### config.mk
export PLATFORM = sky130hd
export DESIGN_NAME = synth_latch_seq
export DESIGN_NICKNAME = d
export VERILOG_FILES = /design/src/rtl/synth_ctl_pkg.sv /design/src/rtl/latch_bank.sv /design/src/rtl/reset_sequencer.sv /design/src/rtl/power_ctl.sv /design/src/rtl/synth_latch_seq.sv
export SDC_FILE = /design/constraint.sdc
export NUM_CORES = 1
export LEC_CHECK = 0
export BUFFER_PORTS_ARGS = -buffer_cell sky130_fd_sc_hd__buf_4
export CELL_PAD_IN_SITES_DETAIL_PLACEMENT = 1
export CELL_PAD_IN_SITES_GLOBAL_PLACEMENT = 2
export CORE_ASPECT_RATIO = 0.7
export CORE_UTILIZATION = 29
export DETAILED_ROUTE_END_ITERATION = 10
export PLACE_DENSITY_LB_ADDON = 0.08
export SETUP_SLACK_MARGIN = 0.1
export SYNTH_ARGS = -nofsm -noshare
export SYNTH_HDL_FRONTEND = slang
export SYNTH_HIERARCHICAL = 1
export SYNTH_SLANG_ARGS = --single-unit
### constraint.sdc
create_clock -name clk -period 1.3 [get_ports clk]
set_input_delay 0.13 -clock clk [delete_from_list [all_inputs] [get_ports clk]]
set_output_delay 0.13 -clock clk [all_outputs]
set_load 0.01 [all_outputs]
### src/rtl/synth_ctl_pkg.sv
package synth_ctl_pkg;
  parameter int WORD_W  = 24;
  parameter int ADDR_W  = 2;
  parameter int PAY_W   = WORD_W - ADDR_W;
  // payload bit positions (word position minus ADDR_W)
  parameter int F1_POS  = 0;
  parameter int PD1_POS = 1;
  parameter int PD2_POS = 19;

  typedef enum logic [ADDR_W-1:0] {
    DST_REF  = 2'b00,
    DST_FB   = 2'b01,
    DST_FUNC = 2'b10,
    DST_INIT = 2'b11
  } dest_e;

  function automatic dest_e word_dest(input logic [WORD_W-1:0] w);
    return dest_e'(w[ADDR_W-1:0]);
  endfunction

  function automatic logic [PAY_W-1:0] word_payload(input logic [WORD_W-1:0] w);
    return w[WORD_W-1:ADDR_W];
  endfunction

  function automatic logic hold_sel(input logic [PAY_W-1:0] p);
    return p[F1_POS];
  endfunction

  function automatic logic sync_pd_sel(input logic [PAY_W-1:0] p);
    return p[PD1_POS] & ~p[PD2_POS];
  endfunction

  function automatic logic [1:0] pd_bits(input logic [PAY_W-1:0] p);
    return {p[PD1_POS], p[PD2_POS]};
  endfunction
endpackage

### src/rtl/latch_bank.sv
module latch_bank
  import synth_ctl_pkg::*;
#(
  parameter int PW = PAY_W
) (
  input  logic          clk,
  input  logic          rst_n,
  input  logic          load_valid,
  input  dest_e         dest,
  input  logic [PW-1:0] payload,
  output logic [PW-1:0] ref_q,
  output logic [PW-1:0] fb_q,
  output logic [PW-1:0] func_q
);
  logic wr_ref, wr_fb, wr_func;
  assign wr_ref  = load_valid && (dest == DST_REF);
  assign wr_fb   = load_valid && (dest == DST_FB);
  assign wr_func = load_valid && (dest == DST_FUNC || dest == DST_INIT);

  always_ff @(posedge clk) begin
    if (!rst_n) begin
      ref_q  <= '0;
      fb_q   <= '0;
      func_q <= '0;
    end else begin
      if (wr_ref)  ref_q  <= payload;
      if (wr_fb)   fb_q   <= payload;
      if (wr_func) func_q <= payload;
    end
  end

  a_r2_init_to_func: assert property (@(posedge clk) disable iff (!rst_n)
    (load_valid && dest == DST_INIT) |=> (func_q == $past(payload)));
  a_r8_ref_kept: assert property (@(posedge clk) disable iff (!rst_n)
    !(load_valid && dest == DST_REF) |=> $stable(ref_q));
endmodule

### src/rtl/reset_sequencer.sv
module reset_sequencer
  import synth_ctl_pkg::*;
(
  input  logic  clk,
  input  logic  rst_n,
  input  logic  load_valid,
  input  dest_e dest,
  output logic  fire,
  output logic  pulse_q,
  output logic  armed_q
);
  logic is_init, is_fb;
  assign is_init = load_valid && (dest == DST_INIT);
  assign is_fb   = load_valid && (dest == DST_FB);
  assign fire    = is_init || (is_fb && armed_q);

  always_ff @(posedge clk) begin
    if (!rst_n) begin
      pulse_q <= 1'b0;
      armed_q <= 1'b0;
    end else begin
      pulse_q <= fire;
      if (is_init)    armed_q <= 1'b1;
      else if (is_fb) armed_q <= 1'b0;
    end
  end

  a_r3_init_pulses: assert property (@(posedge clk) disable iff (!rst_n)
    (load_valid && dest == DST_INIT) |=> pulse_q);
  a_r4_fb_disarms: assert property (@(posedge clk) disable iff (!rst_n)
    (load_valid && dest == DST_FB) |=> !armed_q);
endmodule

### src/rtl/power_ctl.sv
module power_ctl (
  input  logic       clk,
  input  logic       rst_n,
  input  logic       fire,
  input  logic       func_wr,
  input  logic       new_sync_sel,
  input  logic [1:0] new_pd,
  input  logic [1:0] old_pd,
  input  logic       chip_en,
  output logic       pd_sync_q
);
  logic set_pd, clr_pd;
  assign set_pd = fire && new_sync_sel && chip_en;
  assign clr_pd = func_wr && (new_pd != old_pd);

  always_ff @(posedge clk) begin
    if (!rst_n)      pd_sync_q <= 1'b0;
    else if (set_pd) pd_sync_q <= 1'b1;
    else if (clr_pd) pd_sync_q <= 1'b0;
  end

  a_r5_pd_needs_pulse: assert property (@(posedge clk) disable iff (!rst_n)
    $rose(pd_sync_q) |-> $past(fire && chip_en));
endmodule

### src/rtl/synth_latch_seq.sv
module synth_latch_seq
  import synth_ctl_pkg::*;
(
  input  logic              clk,
  input  logic              rst_n,
  input  logic              load_valid,
  input  logic [WORD_W-1:0] load_word,
  input  logic              chip_en,
  output logic              divider_reset,
  output logic              cp_tristate,
  output logic              power_down,
  output logic [PAY_W-1:0]  ref_payload,
  output logic [PAY_W-1:0]  fb_payload,
  output logic [PAY_W-1:0]  func_payload
);
  dest_e            dest;
  logic [PAY_W-1:0] payload;
  logic             fire, pulse_q, armed_q, pd_sync_q, func_wr, hold;

  assign dest    = word_dest(load_word);
  assign payload = word_payload(load_word);
  assign func_wr = load_valid && (dest == DST_FUNC || dest == DST_INIT);

  latch_bank #(.PW(PAY_W)) u_latches (
    .clk(clk), .rst_n(rst_n), .load_valid(load_valid), .dest(dest),
    .payload(payload), .ref_q(ref_payload), .fb_q(fb_payload), .func_q(func_payload)
  );

  reset_sequencer u_seq (
    .clk(clk), .rst_n(rst_n), .load_valid(load_valid), .dest(dest),
    .fire(fire), .pulse_q(pulse_q), .armed_q(armed_q)
  );

  // sync power-down uses the function bits in force after this load
  logic [PAY_W-1:0] func_next;
  assign func_next = func_wr ? payload : func_payload;

  power_ctl u_pwr (
    .clk(clk), .rst_n(rst_n), .fire(fire), .func_wr(func_wr),
    .new_sync_sel(sync_pd_sel(func_next)), .new_pd(pd_bits(payload)),
    .old_pd(pd_bits(func_payload)), .chip_en(chip_en), .pd_sync_q(pd_sync_q)
  );

  assign hold          = hold_sel(func_payload);
  assign divider_reset = pulse_q | hold;
  assign power_down    = pd_sync_q | ~chip_en;
  assign cp_tristate   = divider_reset | power_down;

  a_r7_hold_no_pd: assert property (@(posedge clk) disable iff (!rst_n)
    (hold && !pulse_q && chip_en && !$past(fire)) |-> (power_down == $past(pd_sync_q)));
endmodule

* Yosys cells after proc, flatten, opt, wreduce, memory -nomap -nowiden *
Index checks and enable logic that the tools add are counted.
Widths: inputs -> output; s select.

cells by class
  bitwise operators = 6
  muxes and demuxes = 5
  reductions and logical operators = 13
  equal/unequal tests = 4

operators by type and width
  cell                number
  $mux 20             1
  $logic_and 1x1->1   8
  $eq 2x2->1 const B  2
  $mux 1              4
  $reduce_bool 2->1   2
  $or 1x1->1          3
  $eq 2x1->1 const B  1
  $logic_not 2->1     1
  $logic_or 1x1->1    2
  $ne 2x2->1          1
  $not 1->1           2
  $and 1x1->1         1

word-level totals
  logic and storage cells = 35
  input bits = 28
  output and inout bits = 69
  bits in registers = 69

* Longest topological paths before layout *
  depth in word-level cells = 9
  depth in mapped cells = 5
  gate-level depth less buffers = 5

* Cells and area by module *
The synthesis kept the hierarchy.

modules (own cells, without submodules)
  module           cells an instance  seq. area each (um2)  area each (um2)  times used
  latch_bank       268                1321.3                2608.8           1
  reset_sequencer  8                  40.0                  77.6             1
  power_ctl        8                  20.0                  63.8             1
  synth_latch_seq  7                  0.0                   45.0             1

* Worst setup path before layout *
Ideal clock, no wire load.

  path kind = register to register
  start point = register u_latches.func_q[19]
  end point = register u_pwr.pd_sync_q
  stages on the path, launching flop included = 6
  arrival time = 0.919 ns
  clock period less this slack = 1.040 ns
  slack = 0.260 ns
  setup time = 0.120 ns
  buffers on the path = 0
  data required time = 1.180 ns
  cell sequence = dfxtp_1 -> nand2b_1 -> o21ai_0 -> and3_1 -> a211oi_1 -> nor2_1

between the ends
  word-level cells in the longest chain between the ends = 6
  elaborated cells on any way between the ends = 9
  those cells by class = 1 x eq/ne; 2 x mux; 2 x bitwise; 4 x reduce/logical

ends and longest elaborated chain
  what                                         RTL line             RTL
  start: declaration                           latch_bank.sv:13     output logic [PW-1:0] func_q
  start signal: assignment                     latch_bank.sv:28     if (wr_func) func_q <= payload;
  $mux 20                                      n/a
  $not 1->1                                    synth_ctl_pkg.sv:30  return p[PD1_POS] & ~p[PD2_POS];
  $and 1x1->1                                  synth_ctl_pkg.sv:30
  $logic_and 1x1->1 (2 in series)              power_ctl.sv:13      assign set_pd = fire && new_sync_sel && chip_en;
  $mux 1 or $reduce_bool 2->1 (tied branches)  n/a
  end signal: assignment                       power_ctl.sv:17      if (!rst_n) pd_sync_q <= 1'b0;
  end signal: assignment                       power_ctl.sv:18      else if (set_pd) pd_sync_q <= 1'b1;
  end signal: assignment                       power_ctl.sv:19      else if (clr_pd) pd_sync_q <= 1'b0;
  end: declaration                             power_ctl.sv:10      output logic pd_sync_q

Several ways; a longest one is shown, not always the timed one.
A chain may end at the register's enable or synchronous reset.

* Final worst setup path *
  start point = register u_latches.func_q[0]
  end point = output port cp_tristate

between the ends
  word-level cells in the longest chain between the ends = 2

ends and longest elaborated chain
  what              RTL line               RTL
  $or 1x1->1        synth_latch_seq.sv:45  assign divider_reset = pulse_q | hold;
  $or 1x1->1        synth_latch_seq.sv:47  assign cp_tristate = divider_reset | power_down;
  end: declaration  synth_latch_seq.sv:10  output logic cp_tristate,

No other way between the ends.

==> results.json <==
{
  "drive_above_1_share_pct": 33.42,
  "yosysSeqAreaShare_pct": 49.42,
  "areaGrowthSynthToFinish_pct": 42.39,
  "ant_nets": 0,
  "finalWirelength_mm": 8.175,
  "slew-limit-headroom_pct": 81.55,
  "cp.required_ps": 1170,
  "cpPeakStageDelay_ps": 330,
  "tns_ps": -48.03,
  "endpoint_kind": "output port",
  "hp-start": "load_word[2]",
  "insertion_delay_ps": 330,
  "p_leak_nw": 1.845,
  "vias_per_cell": 4.578,
  "ir_drop_mv": 0.6472,
  "maxCapViolations": 0,
  "grt_start_max_net_pins": 31,
  "num_io_pins": 97,
  "violations": "negative setup slack",
  "finalCriticalPeriod_ps": 1348,
  "synth_area_leaders": "dfxtp_1 49%, mux2i_1 16%, nand2_1 9.3%",
  "critical_path.slowest_cell": "dfxtp_2",
  "synthesis.nets": 319,
  "drt_iter0_markers": 76,
  "diodes": 0,
  "path_class": "flop to output port",
  "cts_tree": "done",
  "cts_buffer_depth": 2,
  "worstSetupStartpoint": "u_latches/func_q[0]$_SDFFE_PN0P_",
  "finalMaxSlewViolations": 0,
  "final_util_pct": 43.18,
  "remaining_drc_errors": 0,
  "rr_startpoint": "u_latches/func_q[19]$_SDFFE_PN0P_",
  "die_h_microns": 84.14,
  "clk_pin_slew_ps": 60,
  "synth_warnings": 6,
  "numCtsBuffers": 9,
  "hold_path.class": "primary input to flop",
  "cts_root_buf": "clkbuf_16",
  "maxClockFrequency_mhz": 741.8,
  "syn_inst": 291,
  "syn_avg_cell_area_sq_um": 9.605,
  "hpwl_mm": 5.927,
  "initial_utilization_pct": 30.33,
  "cts_sinks": 69,
  "die_area_sq_um": 10040,
  "synth.distinct_cells": 25,
  "cpLargestDelayFamily": "simple AND/OR/NAND/NOR gates",
  "setup_slack_ps": -48.03,
  "setup_viol": 1,
  "grt_pass1_vias": 2240,
  "grt.total_usage_pct": 16.65,
  "synth_top_cell_by_area": "dfxtp_1",
  "worst_pin_slew_ps": 276.8,
  "cp_common_cell": "or2_1",
  "die_w_microns": 119.3,
  "wl_per_cell_microns": 15.84,
  "crit_fanout": 2,
  "yosysTopAreaCellShare_pct": 49.42,
  "synth_edf_count": 0,
  "powerDensity_nw_per_um2": 1285,
  "synth.ff_latch_count": 69,
  "fin_skew_ps": 1.918,
  "hold_viol": 0,
  "hold_slack_ps": 76.16,
  "worstPathBufferInverterCount": 1,
  "synth_ff_type": "dfxtp_1",
  "core_sq_um": 9216,
  "crit_path_start_kind": "flop",
  "status": "complete, but fails checks",
  "first_pass_iters": 4,
  "finalCritPeriodShare_pct": 103.7,
  "rows": 29,
  "htree_num_levels": 3,
  "gp_congestion": 0.7749,
  "overflow": 0,
  "final_nets": 415,
  "rsz0062_at_grt": "true",
  "worstPathCellList": "or2_1 > or2_1 > buf_6",
  "grt_pass1_wl_mm": 12.50,
  "syn_area_sq_um": 2795,
  "numPortBuffers": 96,
  "crit_arrival_ps": 1220,
  "routed-via-count": 2362,
  "antenna_found_initial": 0,
  "synthArstFlopShare_pct": 0
}
-- synthesized netlist by cell type (2+ instances only) --
cell type / instances
dfxtp_1: 69
nand2_1: 69
mux2i_1: 45
a21oi_1: 22
nand3_1: 22
a21bo_1: 18
clkbuf_1: 12
a21bo_2: 4
buf_1: 3
buf_2: 3
buf_4: 3
and2_1: 2
buf_6: 2
inv_1: 2
nand2b_1: 2
o21ai_0: 2
or2_1: 2
xnor2_1: 2
-- cells in the final DEF (no fill, tap or decap), types with 2 or more instances in the layout --
cell,instances
a21bo_1,18
a21bo_2,4
a21oi_1,22
and2_1,2
buf_12,4
buf_4,102
buf_6,2
clkbuf_16,9
clkinv_2,2
clkinv_4,2
clkinvlp_4,2
dfxtp_1,68
inv_1,2
mux2i_1,45
nand2_1,69
nand2b_1,2
nand3_1,22
o21ai_0,2
or2_1,2
xnor2_1,2
-- layout make-up --
cell class / count / area, sq um
Clock buffer: 9 / 225.2
Clock inverter: 7 / 51.30
Fill cell: 1058 / 5236
Inverter: 2 / 7.507
Multi-Input combinational cell: 197 / 1290
Sequential cell: 69 / 1383
Tap cell: 124 / 155.1
Timing Repair Buffer: 108 / 868.3
-- power breakdown --
part           switching, mW  internal [mW]  leakage [nW]  total [mW]
Clock                  0.967           1.30         0.132        2.26
Combinational          0.312          0.299          1.15       0.610
Sequential            0.0447           2.20         0.562        2.24
Total                   1.32           3.79          1.84        5.11
-- flip-flops by register name, indices dropped and copies added (netlist names) --
name,count
u_latches/fb_q,22
u_latches/func_q,22
u_latches/ref_q,22
u_pwr/pd_sync_q,1
u_seq/armed_q,1
u_seq/pulse_q,1
-- logic make-up (layout without fill, tap and decap cells) --
family / count (synthesis) / count (layout) / share of synthesized area [%]
AO/OA/AOI/OAI: 48 / 48 / 12.80
XOR/XNOR: 2 / 2 / 0.6268
buffers and inverters: 25 / 126 / 4.431
flip-flops: 69 / 69 / 49.42
multiplexers: 45 / 45 / 16.11
AND/OR/NAND/NOR: 102 / 102 / 16.61
-- path summary, 6_finish.rpt --
kind	to	slack (ps)	cells past startpoint
worst max-delay path	cp_tristate	-50	3
worst min register to register	u_latches/fb_q[0]$_SDFFE_PN0P_	460	2
worst max register to register	u_pwr/pd_sync_q$_SDFFE_PN0P_	200	5
worst min-delay path	u_latches/func_q[0]$_SDFFE_PN0P_	80	3
-- metal layers --
layer / vias to the layer above / track usage, % / part of all wire [%]
li1: 1180 / - / -
met1: 1116 / 24.21 / 53
met2: 58 / 22.41 / 41
met3: 8 / 5.639 / 5.0
met4: 0 / 6.136 / 1.2
met5: - / 0 / 0
-- timing repair --
action | 4_1_cts | 5_1_grt
gates cloned | 0 | 0
hold buffers | 0 | 0
pin swaps | 2 | 0
endpoints found under the setup margin | 2 | 2
resized for setup | 3 | 0
buffers inserted | 2 | 0
-- worst register-to-register path, stage by stage (launching register included) --
cell and delay [ps]:
dfxtp_1 390, nand2b_1 130, o21ai_0 70, and3_1 160, a211oi_1 170, nor2_1 70
-- metrics by stage --
| stage | total power, mW | instances | worst slack, ps | instance area, sq um |
|---|---|---|---|---|
| finish | 5.114 | 516 | -48.03 | 3980 |
| global route | 5.348 | 516 | -77.36 | 3980 |
| CTS | 5.201 | 516 | -61.42 | 3980 |
| detailed placement | 2.895 | 498 | 142.4 | 3680 |
| global placement | 2.885 | 498 | 209.0 | 3680 |
| floorplan | 2.579 | 291 | 260.5 | 2795 |
(Power assumes the default switching activity.)
